--- src/rtl/claim_decode.sv ---
module claim_decode #(
  parameter int ADDR_W    = 32,
  parameter int SEG_LOG2  = 14,
  parameter int PAGE_LOG2 = 12,
  localparam int NSEG     = 32'h60000 >> SEG_LOG2
) (
  input  logic              clk,
  input  logic              rst_n,
  input  logic              addr_vld,
  input  logic [3:0]        cmd,
  input  logic [ADDR_W-1:0] addr,
  input  logic [ADDR_W-1:0] tom,
  input  logic [ADDR_W-1:0] aper_base,
  input  logic [ADDR_W-1:0] aper_mask,
  input  logic              aper_en,
  input  logic [NSEG-1:0]   seg_rd_en,
  input  logic [NSEG-1:0]   seg_wr_en,
  input  logic              data_go,
  input  logic [PAGE_LOG2-3:0] xfer_off,
  output logic              claim,
  output logic              claim_aper,
  output logic              disc
);
  localparam logic [ADDR_W-1:0] CMP_LO  = ADDR_W'(32'hA0000);
  localparam logic [ADDR_W-1:0] SEG_SZ  = ADDR_W'(1) << SEG_LOG2;

  logic is_rd, is_wr, in_aper, in_cmp, seg_ok, take;
  logic [NSEG-1:0] seg_hit;

  assign is_rd = (cmd == 4'h6) || (cmd == 4'hC) || (cmd == 4'hE);
  assign is_wr = (cmd == 4'h7) || (cmd == 4'hF);

  assign in_aper = aper_en && (((addr ^ aper_base) & ~aper_mask) == '0);

  for (genvar i = 0; i < NSEG; i++) begin : g_seg
    localparam logic [ADDR_W-1:0] LO = CMP_LO + ADDR_W'(i) * SEG_SZ;
    assign seg_hit[i] = (addr >= LO) && (addr < LO + SEG_SZ);
  end

  assign in_cmp = |seg_hit;
  assign seg_ok = is_wr ? |(seg_hit & seg_wr_en) : |(seg_hit & seg_rd_en);

  assign take = addr_vld && (is_rd || is_wr) &&
                (in_aper || (in_cmp ? seg_ok : (addr < tom)));

  always_ff @(posedge clk) begin
    if (!rst_n) begin
      claim      <= 1'b0;
      claim_aper <= 1'b0;
    end else begin
      claim      <= take;
      claim_aper <= take && in_aper;
    end
  end

  assign disc = data_go && (&xfer_off);
endmodule

--- config.mk ---
export PLATFORM = sky130hd
export DESIGN_NAME = claim_decode
export DESIGN_NICKNAME = d
export VERILOG_FILES = /design/src/rtl/claim_decode.sv
export SDC_FILE = /design/constraint.sdc
export NUM_CORES = 1
export LEC_CHECK = 0
export BUFFER_PORTS_ARGS = -buffer_cell sky130_fd_sc_hd__buf_2
export CAP_MARGIN = 40
export CORE_ASPECT_RATIO = 1.4
export CORE_MARGIN = 2
export CORE_UTILIZATION = 37
export CTS_CLUSTER_SIZE = 8
export DETAILED_ROUTE_END_ITERATION = 10
export PLACE_DENSITY = 0.82
export SLEW_MARGIN = 20
export SYNTH_ARGS = -nofsm -noshare
export SYNTH_HDL_FRONTEND = slang
export SYNTH_SLANG_ARGS = --single-unit
--- constraint.sdc ---
create_clock -name clk -period 2.32 [get_ports clk]
set_input_delay 0.232 -clock clk [delete_from_list [all_inputs] [get_ports clk]]
set_output_delay 0.232 -clock clk [all_outputs]
set_load 0.005 [all_outputs]
==> summary.txt, run 1 <==
Status
  • Outcome: completed

Finish
  • Layout overhead on the synthesized area: 53.36%
  • FILL cells: 526
  • Area of the multi-input gates: around 1800 sq um
  • Antenna cells: 0
  • Final #Nets: between 600 and 700
  • Post-Route Utilization: 59.29%
  • Layout cells sized above 1: between 40% and 50%
  • Register Area: about 40 sq um
  • Commonest non-fill, non-tap cell in the layout: buf_2
  • Commonest cells after routing, fill and taps aside: 197 x buf_2, 33 x inv_1, 32 x xnor2_1, 31 x ha_1, 15 x o22ai_1

Clock tree
  • Root buffer cell: clkbuf_8
  • CTS tree: done
  • Clk sinks: 2
  • H-tree Lvls: 1
  • Worst-path clk slew: about 30 ps
  • CTS max path bufs: 2
  • Inserted Clock Buffers: 3
  • Post-CTS sizing: 0
  • Post-CTS Setup Repair Bufs: 0
  • Hold bufs inserted after CTS: 0

STA
  • Total Neg Setup Slack: 0 ps
  • Unrepaired setup endpoints after global routing: no
  • Count of final hold-check violations: 0
  • Worst Tran Pin Value: 685.7 ps
  • Fmax: approximately 530 MHz
  • Pins over their slew limit: 0
  • Final setup fails: 0
  • Tmin final: roughly 1900 ps
  • Max-slew headroom: between 50% and 60%
  • Fin crit share: 81.00%
  • Setup ws final: 440.9 ps

Synth
  • Synth Warn #: 0
  • Post-synth net total: 501
  • Most used DFF post-synth: dfxtp_1
  • Syn avg cell area: 7.307 sq um
  • Gate Count Post-Synth: roughly 280
  • Synth Cell Area: between 2000 and 2500 sq um
  • Sequential-to-total area share from yosys stat: under 10%
  • Synth cell types: 54
  • Async SR Flop Fraction: 0%
  • Flops & latches, synth: 2
  • Post-synth EDFFs: 0

Drt
  • Post-route DRC: 0
  • Avg WL per Cell: ~15 um
  • First-pass DRT Iterations: 4
  • DRT iter0 DRCs: 73
  • Vias/cell: between 5 and 6
  • Vias: roughly 2,900
  • Final wirelength: 8214 um
  • DRT antenna net count: 0

Global route
  • Largest net degree at the start of global routing: 19
  • Vias in the first global route: 2,939
  • First-pass GRT wire length: 12,780 um
  • Antenna violations before repair: 0
  • Gr ovfl total: 0
  • Total GRT Usage: approximately a quarter

Pwr
  • Sw frac: 38.70%
  • Int Power: slightly above 0.4 mW
  • Clock share of power: between 20% and 30%
  • Pwr Density: 216.7 nW/um^2
  • Logic pwr share: approximately three quarters
  • Peak VDD IR: approximately 140 uV
  • Overall power: about 0.67 mW
  • Leak pwr: between 1.5 and 2 nW
  • Part of the power in registers: between 5 and 6%
  • Net Sw Power: about 0.26 mW

Run
  • Max cap viols: 0

Floorplanning
  • # rows: 31
  • Die X-Extent: 66.29 um
  • Die H: a little over 90 um
  • Core box area: a little over 5000 sq um
  • Starting Density: between 30 and 40%
  • Total I/O pin count: just under 200
  • Die area: between 6000 and 7000 sq um

Place
  • Placer Congestion: 0.8866
  • Input/output buffers: just under 200
  • Post-placement worst setup slack: between 200 and 300 ps
  • DP Wirelength: roughly 7300 um

Critical path
  • WP data arrival: roughly 2000 ps
  • Critical path type: input port to flip-flop
  • CP required: 2410 ps
  • Crit. End Element: flip-flop
  • CP Max Fanout: 18
  • Critical Path Source Type: input port

Hold path
  • HP Class: input port to flip-flop
==> cell type report <==
cell class	instances	area share (%)
inverters	34	4.141
repair buffers	199	32.48
clock buffers	3	1.340
multi-input cells	229	58.06
flip-flops and latches	2	1.299
well taps	66	2.680
==> cells in the mapped netlist (2+ instances only) <==
master,instances,share of area (%)
a211o_1,2,0.87
a211oi_1,5,1.9
a21o_1,11,4.1
a21oi_1,8,2.0
a222oi_1,2,1.0
a22o_1,3,1.3
a22oi_1,5,1.9
a31oi_1,2,0.62
a32o_1,3,1.5
and3_1,3,0.93
and4b_1,2,1.0
buf_2,6,1.5
clkbuf_1,3,0.56
dfxtp_1,2,2.0
ha_1,31,19
inv_1,33,6.2
mux2_2,2,1.1
mux2i_1,8,4.0
nand2_1,7,1.3
nand3_1,8,2.0
nand3b_1,2,0.75
nand4_1,12,3.7
nor2_1,11,2.1
nor2b_1,7,2.2
nor3_1,4,1.0
nor4_1,7,2.2
o21ai_0,11,2.7
o21ai_1,2,0.50
o22ai_1,15,4.7
o31ai_1,2,0.75
or4_1,2,0.75
xnor2_1,32,14
==> stage by stage <==
| step | hold slack [ps] | cells | instance area, sq um |
|---|---|---|---|
| floorplan | 445.4 | 275 | 2009 |
| global placement | 581.5 | 530 | 3040 |
| detailed placement | 580.5 | 530 | 3040 |
| CTS | 362.4 | 533 | 3082 |
| global route | 375.0 | 533 | 3082 |
| finish | 366.4 | 533 | 3082 |
==> worst paths after layout <==
kind	from	to	slack, ps	cells after the start
setup / recovery	addr[18]	claim	440	8
hold / removal	aper_mask[23]	claim_aper	370	3
==> sequential cells by signal, indices dropped and copies added, names as in the netlist <==
name / flops
claim_aper: 1
claim: 1
==> worst max-delay path, cell delays in order <==
cell and delay, ps:
buf_2 310, and4b_1 350, a221oi_1 320, a211oi_1 80, o31ai_1 230, nand4_1 140
a41oi_1 220, o21ai_1 90
==> power by group through the flow <==
| stage | registers, mW | logic [mW] | clock network, mW |
|---|---|---|---|
| 2_1_floorplan | 0.0358 | 0.246 | 0 |
| 3_3_place_gp | 0.0357 | 0.485 | 0 |
| 3_5_place_dp | 0.0357 | 0.493 | 0 |
| 4_1_cts | 0.0353 | 0.495 | 0.141 |
| 5_1_grt | 0.0353 | 0.554 | 0.143 |
| 6_report | 0.0353 | 0.494 | 0.139 |
==> layer usage <==
metal / share of wire (%) / global-route usage [%] / up-vias
li1: - / - / 1441
met1: 36 / 29.26 / 1298
met2: 53 / 48.50 / 131
met3: 8.1 / 5.204 / 17
met4: 2.0 / 8.163 / 0
met5: 0 / 0 / -
==> cells by family (layout without fill, tap and decap cells) <==
logic type	count (synthesis)	count (layout)	share of synthesized area [%]
AOI/OAI and AO/OA	82	82	28.89
and+or+nand+nor	73	73	21.36
buffers and inverters	44	236	8.966
xor gates and xnor gates	33	33	14.38
adders and majority gates	31	31	19.30
muxes	10	10	5.106
DFF	2	2	1.993
Note: power is estimated with default switching activity, not from simulation.
==> run 2, diff against run 1 <==
--- a/config.mk
+++ b/config.mk
@@ -5,14 +5,15 @@
 export SDC_FILE = /design/constraint.sdc
 export NUM_CORES = 1
 export LEC_CHECK = 0
+export ABC_AREA = 1
 export BUFFER_PORTS_ARGS = -buffer_cell sky130_fd_sc_hd__buf_2
 export CAP_MARGIN = 40
 export CORE_ASPECT_RATIO = 1.4
 export CORE_MARGIN = 2
-export CORE_UTILIZATION = 37
+export CORE_UTILIZATION = 43
 export CTS_CLUSTER_SIZE = 8
 export DETAILED_ROUTE_END_ITERATION = 10
-export PLACE_DENSITY = 0.82
+export PLACE_DENSITY = 0.84
 export SLEW_MARGIN = 20
 export SYNTH_ARGS = -nofsm -noshare
 export SYNTH_HDL_FRONTEND = slang
==> constraint.sdc (replaced) <==
create_clock -name clk -period 1.94 [get_ports clk]
set_input_delay 0.194 -clock clk [delete_from_list [all_inputs] [get_ports clk]]
set_output_delay 0.194 -clock clk [all_outputs]
set_load 0.005 [all_outputs]
==> run 2 against run 1 <==
Total power is 30% higher. Sequential share of layout area shrank 0.31 points. Non-clock buffer count rose by 25. Critical endpoint unchanged.
==> summary.txt, run 2 <==
Synth
  • Synth Area in Adders: 14.00% (-5.3 points)
  • Largest family of logic cells by synthesized area: simple AND/OR/NAND/NOR gates
  • Synth Warn #: 0 (unchanged)
  • Synth Area in XOR/XNOR: 2.213% (-12 points)
  • Async SR Flop Fraction: 0% (unchanged)
  • Flops & latches, synth: 2 (unchanged)
  • Most common cell in the synthesized netlist: nand2_1
  • Synth cell types: 37 (-31%)
  • Post-synth EDFFs: 0 (unchanged)
  • Synth Cell Area: 2770 sq um (+38%)
  • Mux cell area share after synthesis: 0% (-5.1 points)
  • Synth Area in Compound Gates: 11.07% (-18 points)
  • Yosys top cell by area: nand2_1
  • Largest cells by area after synthesis: nand2_1 20%, ha_1 14%, nor2_1 12%
  • Post-synthesis simple-gate area fraction: 59.30% (+38 points)
  • Sequential-to-total area share from yosys stat: 1.445% (-0.55 points)
  • Top cell type's share of synthesized area: 20.05% (+0.75 points)
  • Syn avg cell area: 5.197 sq um (-29%)
  • Gate Count Post-Synth: 533 (+94%)
  • Most used DFF post-synth: dfxtp_1
  • Post-synth top cells: 148 x nand2_1, 89 x nor2_1, 67 x inv_1, 37 x nand3_1, 35 x nand4_1
  • Post-synth net total: 759 (+51%)

STA
  • Final setup fails: 0 (unchanged)
  • Count of final hold-check violations: 0 (unchanged)
  • Unrepaired setup endpoints after global routing: no
  • Tmin final: 1765 ps
  • Fmax: around 570 MHz
  • Fin crit share: about nine tenths
  • Hold_ws: 288.6 ps (-77.83 ps)
  • Total Neg Setup Slack: 0 ps (unchanged)
  • Worst Tran Pin Value: 451.2 ps (-234.5 ps)
  • Pins over their slew limit: 0 (unchanged)
  • Max-slew headroom: 69.60% (+16 points)

Critical path
  • Critical path buffers and inverters: 3 (+2)
  • CP Max Fanout: 20 (+2)
  • Critical path type: input port to flip-flop
  • Largest delay share family, worst path: simple AND/OR/NAND/NOR gates
  • Cell breakdown of the critical path: buf_2 > nor2_1 > nand2_2 > nor2_4 > buf_12 > nand2_2 > inv_2 > nand4_1 > o21a_1 > nand3_1 > nor2_1 > nand2_1 > nand2_1 > a21oi_2
  • CP required: 2080 ps (-330 ps)
  • Largest stage delay, worst path: 240 ps (-110 ps)
  • WP data arrival: 1910 ps (-60 ps)
  • Critical-path top delay cell: o21a_1
  • Crit. End Element: flip-flop
  • Critical Path Source Type: input port

Finish
  • Layout cells sized above 1: 35.41% (-8.5 points)
  • FILL cells: 624 (+19%)
  • Area of the multi-input gates: 2406 sq um (+34%)
  • Register Area: 40.04 sq um (unchanged)
  • Commonest cells after routing, fill and taps aside: 197 x buf_2, 147 x nand2_1, 89 x nor2_1, 67 x inv_1, 37 x nand3_1
  • Commonest non-fill, non-tap cell in the layout: buf_2
  • Biggest regs: claim x1, claim_aper x1
  • Final cell area excluding filler cells: 4065 sq um (+32%)
  • Final #Nets: 982 (+41%)
  • Layout overhead on the synthesized area: 46.75%
  • Post-Route Utilization: 65.45% (+6.2 points)
  • Antenna cells: 0 (unchanged)

Place
  • Input/output buffers: 197 (unchanged)
  • Placer Congestion: 0.9955 (+12%)
  • DP Wirelength: 10,490 um (+43%)
  • Placed cell area: 4016 sq um (+32%)

Drt
  • Final wirelength: 11,810 um (+44%)
  • First-pass DRT Iterations: 5 (+1)
  • DRT iter0 DRCs: 300 (+310%)
  • Avg WL per Cell: 14.30 um (-7.2%)
  • Vias/cell: 5.292 (-2.3%)
  • Post-route DRC: 0 (unchanged)
  • DRT antenna net count: 0 (unchanged)
  • Vias: 4,371 (+51%)

Status
  • Outcome: completed

Pwr
  • Overall power: 0.8673 mW (+30%)
  • Peak VDD IR: 168.3 uV (+20%)
  • Leak pwr: 2.410 nW (+41%)
  • Pwr Density: 213.4 nW/um^2 (-1.5%)

Floorplanning
  • Die H: 98.97 um (+8.5%)
  • Total I/O pin count: 198 (unchanged)
  • # rows: 34 (+9.7%)
  • Core box area: 6211 sq um (+19%)
  • Starting Density: 44.60% (+5.9 points)
  • Die area: 7110 sq um (+18%)
  • Die X-Extent: 71.84 um (+8.4%)

Clock tree
  • Worst-path clk slew: 30 ps (about the same)
  • Root buffer cell: clkbuf_8
  • Clk sinks: 2 (unchanged)
  • H-tree Lvls: 1 (unchanged)
  • CTS max path bufs: 2 (unchanged)
  • Inserted Clock Buffers: 3 (unchanged)
  • CTS tree: done

Run
  • Max cap viols: 0 (unchanged)

Global route
  • Vias in the first global route: 4,310 (+47%)
  • Antenna violations before repair: 0 (unchanged)
  • Largest net degree at the start of global routing: 21 (+2)
  • Gr ovfl total: 0 (unchanged)
  • First-pass GRT wire length: 18,600 um (+46%)
  • Total GRT Usage: 32.68% (+6.3 points)

Hold path
  • HP Class: input port to flip-flop
## run 2: area by class of cell
cell class	instances	share of cell area (%)
Timing Repair Buffer	224	29.55
Multi-Input combinational cell	450	59.19
Clock buffer	3	1.016
Inverter	75	7.048
Sequential cell	2	0.9849
Tap cell	72	2.216
## run 2: final timing paths
path	start	to	slack [ps]	depth (start not counted)
max	addr[30]	claim	170	14
min	rst_n	claim	290	3
## run 2: metrics by stage
stage | worst slack (ps) | instances
finish | 174.7 | 826
global route | 28.16 | 826
CTS | 134.8 | 826
detailed placement | -70.06 | 823
global placement | -4.408 | 823
floorplan | 435.0 | 533
## run 2: what timing repair did
action,4_1_cts,5_1_grt
endpoints found under the setup margin,0,1
gates resized for setup,0,2
buffers inserted,0,0
hold buffers,0,0
## run 2: cells by family after synthesis
| group | Yosys count |
|---|---|
| and+or+nand+nor | 357 |
| DFF | 2 |
| xor gates and xnor gates | 7 |
| AOI/OAI and AO/OA | 55 |
| adders and majority gates | 31 |
| buffers and inverters | 81 |
## run 2: routing by layer
layer | vias up | track usage (%) | routed length, um
met3 | 51 | 3.783 | 908
met4 | 0 | 14.95 | 644
li1 | 2192 | - | -
met2 | 256 | 64.74 | 6103
met5 | - | 0 | 0
met1 | 1872 | 32.60 | 4158
## run 2: power by group
| group | total, mW | switching, mW | internal, mW | leakage, nW |
|---|---|---|---|---|
| Sequential | 0.0423 | 0.000134 | 0.0421 | 0.0162 |
| Combinational | 0.657 | 0.350 | 0.307 | 2.37 |
| Clock | 0.168 | 0.0361 | 0.132 | 0.0216 |
## run 2: worst min-delay path, cell delays in order
cell       delay, ps
buf_2             90
o2111ai_1        110
a21oi_2           50
==> run 3, diff against run 2 <==
--- a/config.mk
+++ b/config.mk
@@ -10,10 +10,9 @@
 export CAP_MARGIN = 40
 export CORE_ASPECT_RATIO = 1.4
 export CORE_MARGIN = 2
-export CORE_UTILIZATION = 43
+export CORE_UTILIZATION = 31
 export CTS_CLUSTER_SIZE = 8
 export DETAILED_ROUTE_END_ITERATION = 10
-export PLACE_DENSITY = 0.84
 export SLEW_MARGIN = 20
 export SYNTH_ARGS = -nofsm -noshare
 export SYNTH_HDL_FRONTEND = slang
==> run 3 against run 2 <==
Fmax down 0.79%. Core utilization decreased by 16 points. Setup slack got worse by 14 ps. Non-clock buffer count rose by 19. Sequential share of layout area shrank 0.051 points. Global-route usage down 8.1 points. Sequential power hardly changed. Total power grew 17%. Worst hold slack lost 12 ps. Final cell count grew 6.3%.
==> summary.txt, run 3 (same netlist as run 2, synthesis figures left out) <==
Clock tree
  • Post-CTS sizing: 0 (unchanged)
  • CTS tree: done
  • H-tree Lvls: 1 (unchanged)
  • Root buffer cell: clkbuf_16
  • Inserted Clock Buffers: 3 (unchanged)
  • Worst-path clk slew: 30 ps (about the same)
  • CTS max path bufs: 2 (unchanged)
  • Post-CTS Setup Repair Bufs: 0 (unchanged)
  • Clk sinks: 2 (unchanged)
  • Hold bufs inserted after CTS: 0 (unchanged)

Critical path
  • Crit path launch: addr[20]
  • CP required: 2030 ps (-50 ps)
  • Critical Path End: claim
  • Critical path type: input port to flip-flop
  • Cell breakdown of the critical path: buf_2 > nor2_2 > nand2_4 > clkinv_4 > nand2_2 > nor2_2 > nand2_1 > buf_4 > nand3_1 > nor2_1 > nor2_1 > nand3_1 > nor2_1 > nand2_1 > nand2_1 > a21oi_2
  • Critical-path top delay cell: nor2_2
  • Crit. End Element: flip-flop
  • CP Max Fanout: 8 (-60%)
  • WP data arrival: 1870 ps (-40 ps)
  • Critical Path Source Type: input port
  • Largest stage delay, worst path: 180 ps (-60 ps)

STA
  • Pins over their slew limit: 0 (unchanged)
  • Max-slew headroom: 69.20% (-0.40 points)
  • Tmin final: 1779 ps (+14.07 ps)
  • Worst Tran Pin Value: 457.2 ps (+6.009 ps)
  • Fmax: 562.0 MHz (-0.79%)
  • Count of final hold-check violations: 0 (unchanged)
  • Final setup fails: 0 (unchanged)
  • Fin crit share: 91.72% (+0.73 points)
  • Unrepaired setup endpoints after global routing: no
  • Hold_ws: 276.8 ps (-11.81 ps)

Global route
  • Antenna violations before repair: 0 (unchanged)
  • GR peak layer: met2
  • Vias in the first global route: 4,329 (+0.44%)
  • M3 GR Usage: 2.137% (-1.6 points)
  • GRT met1 Usage: 26.15% (-6.4 points)
  • Total GRT Usage: 24.56% (-8.1 points)
  • Largest net degree at the start of global routing: 15 (-29%)
  • Gr ovfl total: 0 (unchanged)
  • M2 GR Usage: 48.64% (-16 points)
  • First-pass GRT wire length: 19,420 um (+4.4%)

Floorplanning
  • # rows: 40 (+18%)
  • Starting Density: 31.99% (-13 points)
  • Die area: 9719 sq um (+37%)
  • Die X-Extent: 83.89 um (+17%)
  • Core box area: 8658 sq um (+39%)
  • Total I/O pin count: 198 (unchanged)
  • Die H: 115.9 um (+17%)

Drt
  • Final wirelength: 12,280 um (+3.9%)
  • Vias: 4,327 (-1.0%)
  • First-pass DRT Iterations: 4 (-1)
  • DRT iter0 DRCs: 181 (-40%)
  • DRT antenna net count: 0 (unchanged)
  • Vias/cell: 4.928 (-6.9%)
  • Post-route DRC: 0 (unchanged)
  • Avg WL per Cell: 13.98 um (-2.2%)

Finish
  • FILL cells: 991 (+59%)
  • Commonest non-fill, non-tap cell in the layout: buf_2
  • Biggest regs: claim x1, claim_aper x1
  • Final #Nets: 1,001 (+1.9%)
  • Commonest cells after routing, fill and taps aside: 197 x buf_2, 148 x nand2_1, 89 x nor2_1, 67 x inv_1, 44 x buf_4
  • Finished Layout Cells: 878 (+6.3%)
  • Layout cells sized above 1: 36.87% (+1.5 points)
  • Antenna cells: 0 (unchanged)
  • Layout overhead on the synthesized area: 54.79%

Pwr
  • Pwr Density: 235.7 nW/um^2 (+10%)
  • Peak VDD IR: 190.7 uV (+13%)
  • Leak pwr: 2.522 nW (+4.6%)

Place
  • Placer Congestion: 0.9866 (-0.89%)
  • DP Wirelength: 11,140 um (+6.2%)
  • Input/output buffers: 197 (unchanged)
  • DP Cell Count: 872 (+6.0%)

Status
  • Outcome: completed

Run
  • Max cap viols: 0 (unchanged)

Hold path
  • HP Class: input port to flip-flop
run 3: power breakdown:
part	switching (mW)	internal, mW
sequential	0.000186	0.0421
combinational	0.346	0.316
clock	0.0450	0.262
total	0.391	0.620
run 3: stage by stage:
stage               TNS [ps]  setup slack (ps)  total power [mW]  cell area (sq um)  util [%]
finish                     0             160.6             1.011               4288     49.52
global route               0             4.465             1.112               4288     49.52
CTS                        0             113.7             1.016               4253     49.12
detailed placement    -87.08            -87.08            0.7022               4178     48.25
global placement      -96.00            -96.00            0.6958               4178     48.25
floorplan                  0             435.0            0.3342               2770         -
run 3: how the worst min path moves through the flow:
stage                     startpoint     to  slack [ps]  depth (start not counted)
after floorplan                rst_n  claim         370                          2
after global placement         rst_n  claim         520                          3
after detailed placement       rst_n  claim         520                          3
after CTS                      rst_n  claim         290                          3
after global routing           rst_n  claim         300                          3
final                          rst_n  claim         280                          3
run 3: final cells by class:
type | count | area (sq um) | area share [%]
inverter | 75 | 286.5 | 6.682
tap | 105 | 131.4 | 3.064
clock buffer | 3 | 75.07 | 1.751
sequential | 2 | 40.04 | 0.9338
timing repair buffer | 243 | 1356 | 31.63
multi-input combinational | 450 | 2399 | 55.94
run 3: critical path: cells and delay by family:
family	cells	cell delay, ps
and+or+nand+nor	12	1270
buffers and inverters	3	360
AOI/OAI and AO/OA	1	60
run 3: per-layer routing:
layer  up-vias  part of all wire (%)
li1       2233                     -
met4         0                   4.6
met5         -                     0
met1      1870                    37
met3        32                   6.2
met2       192                    52
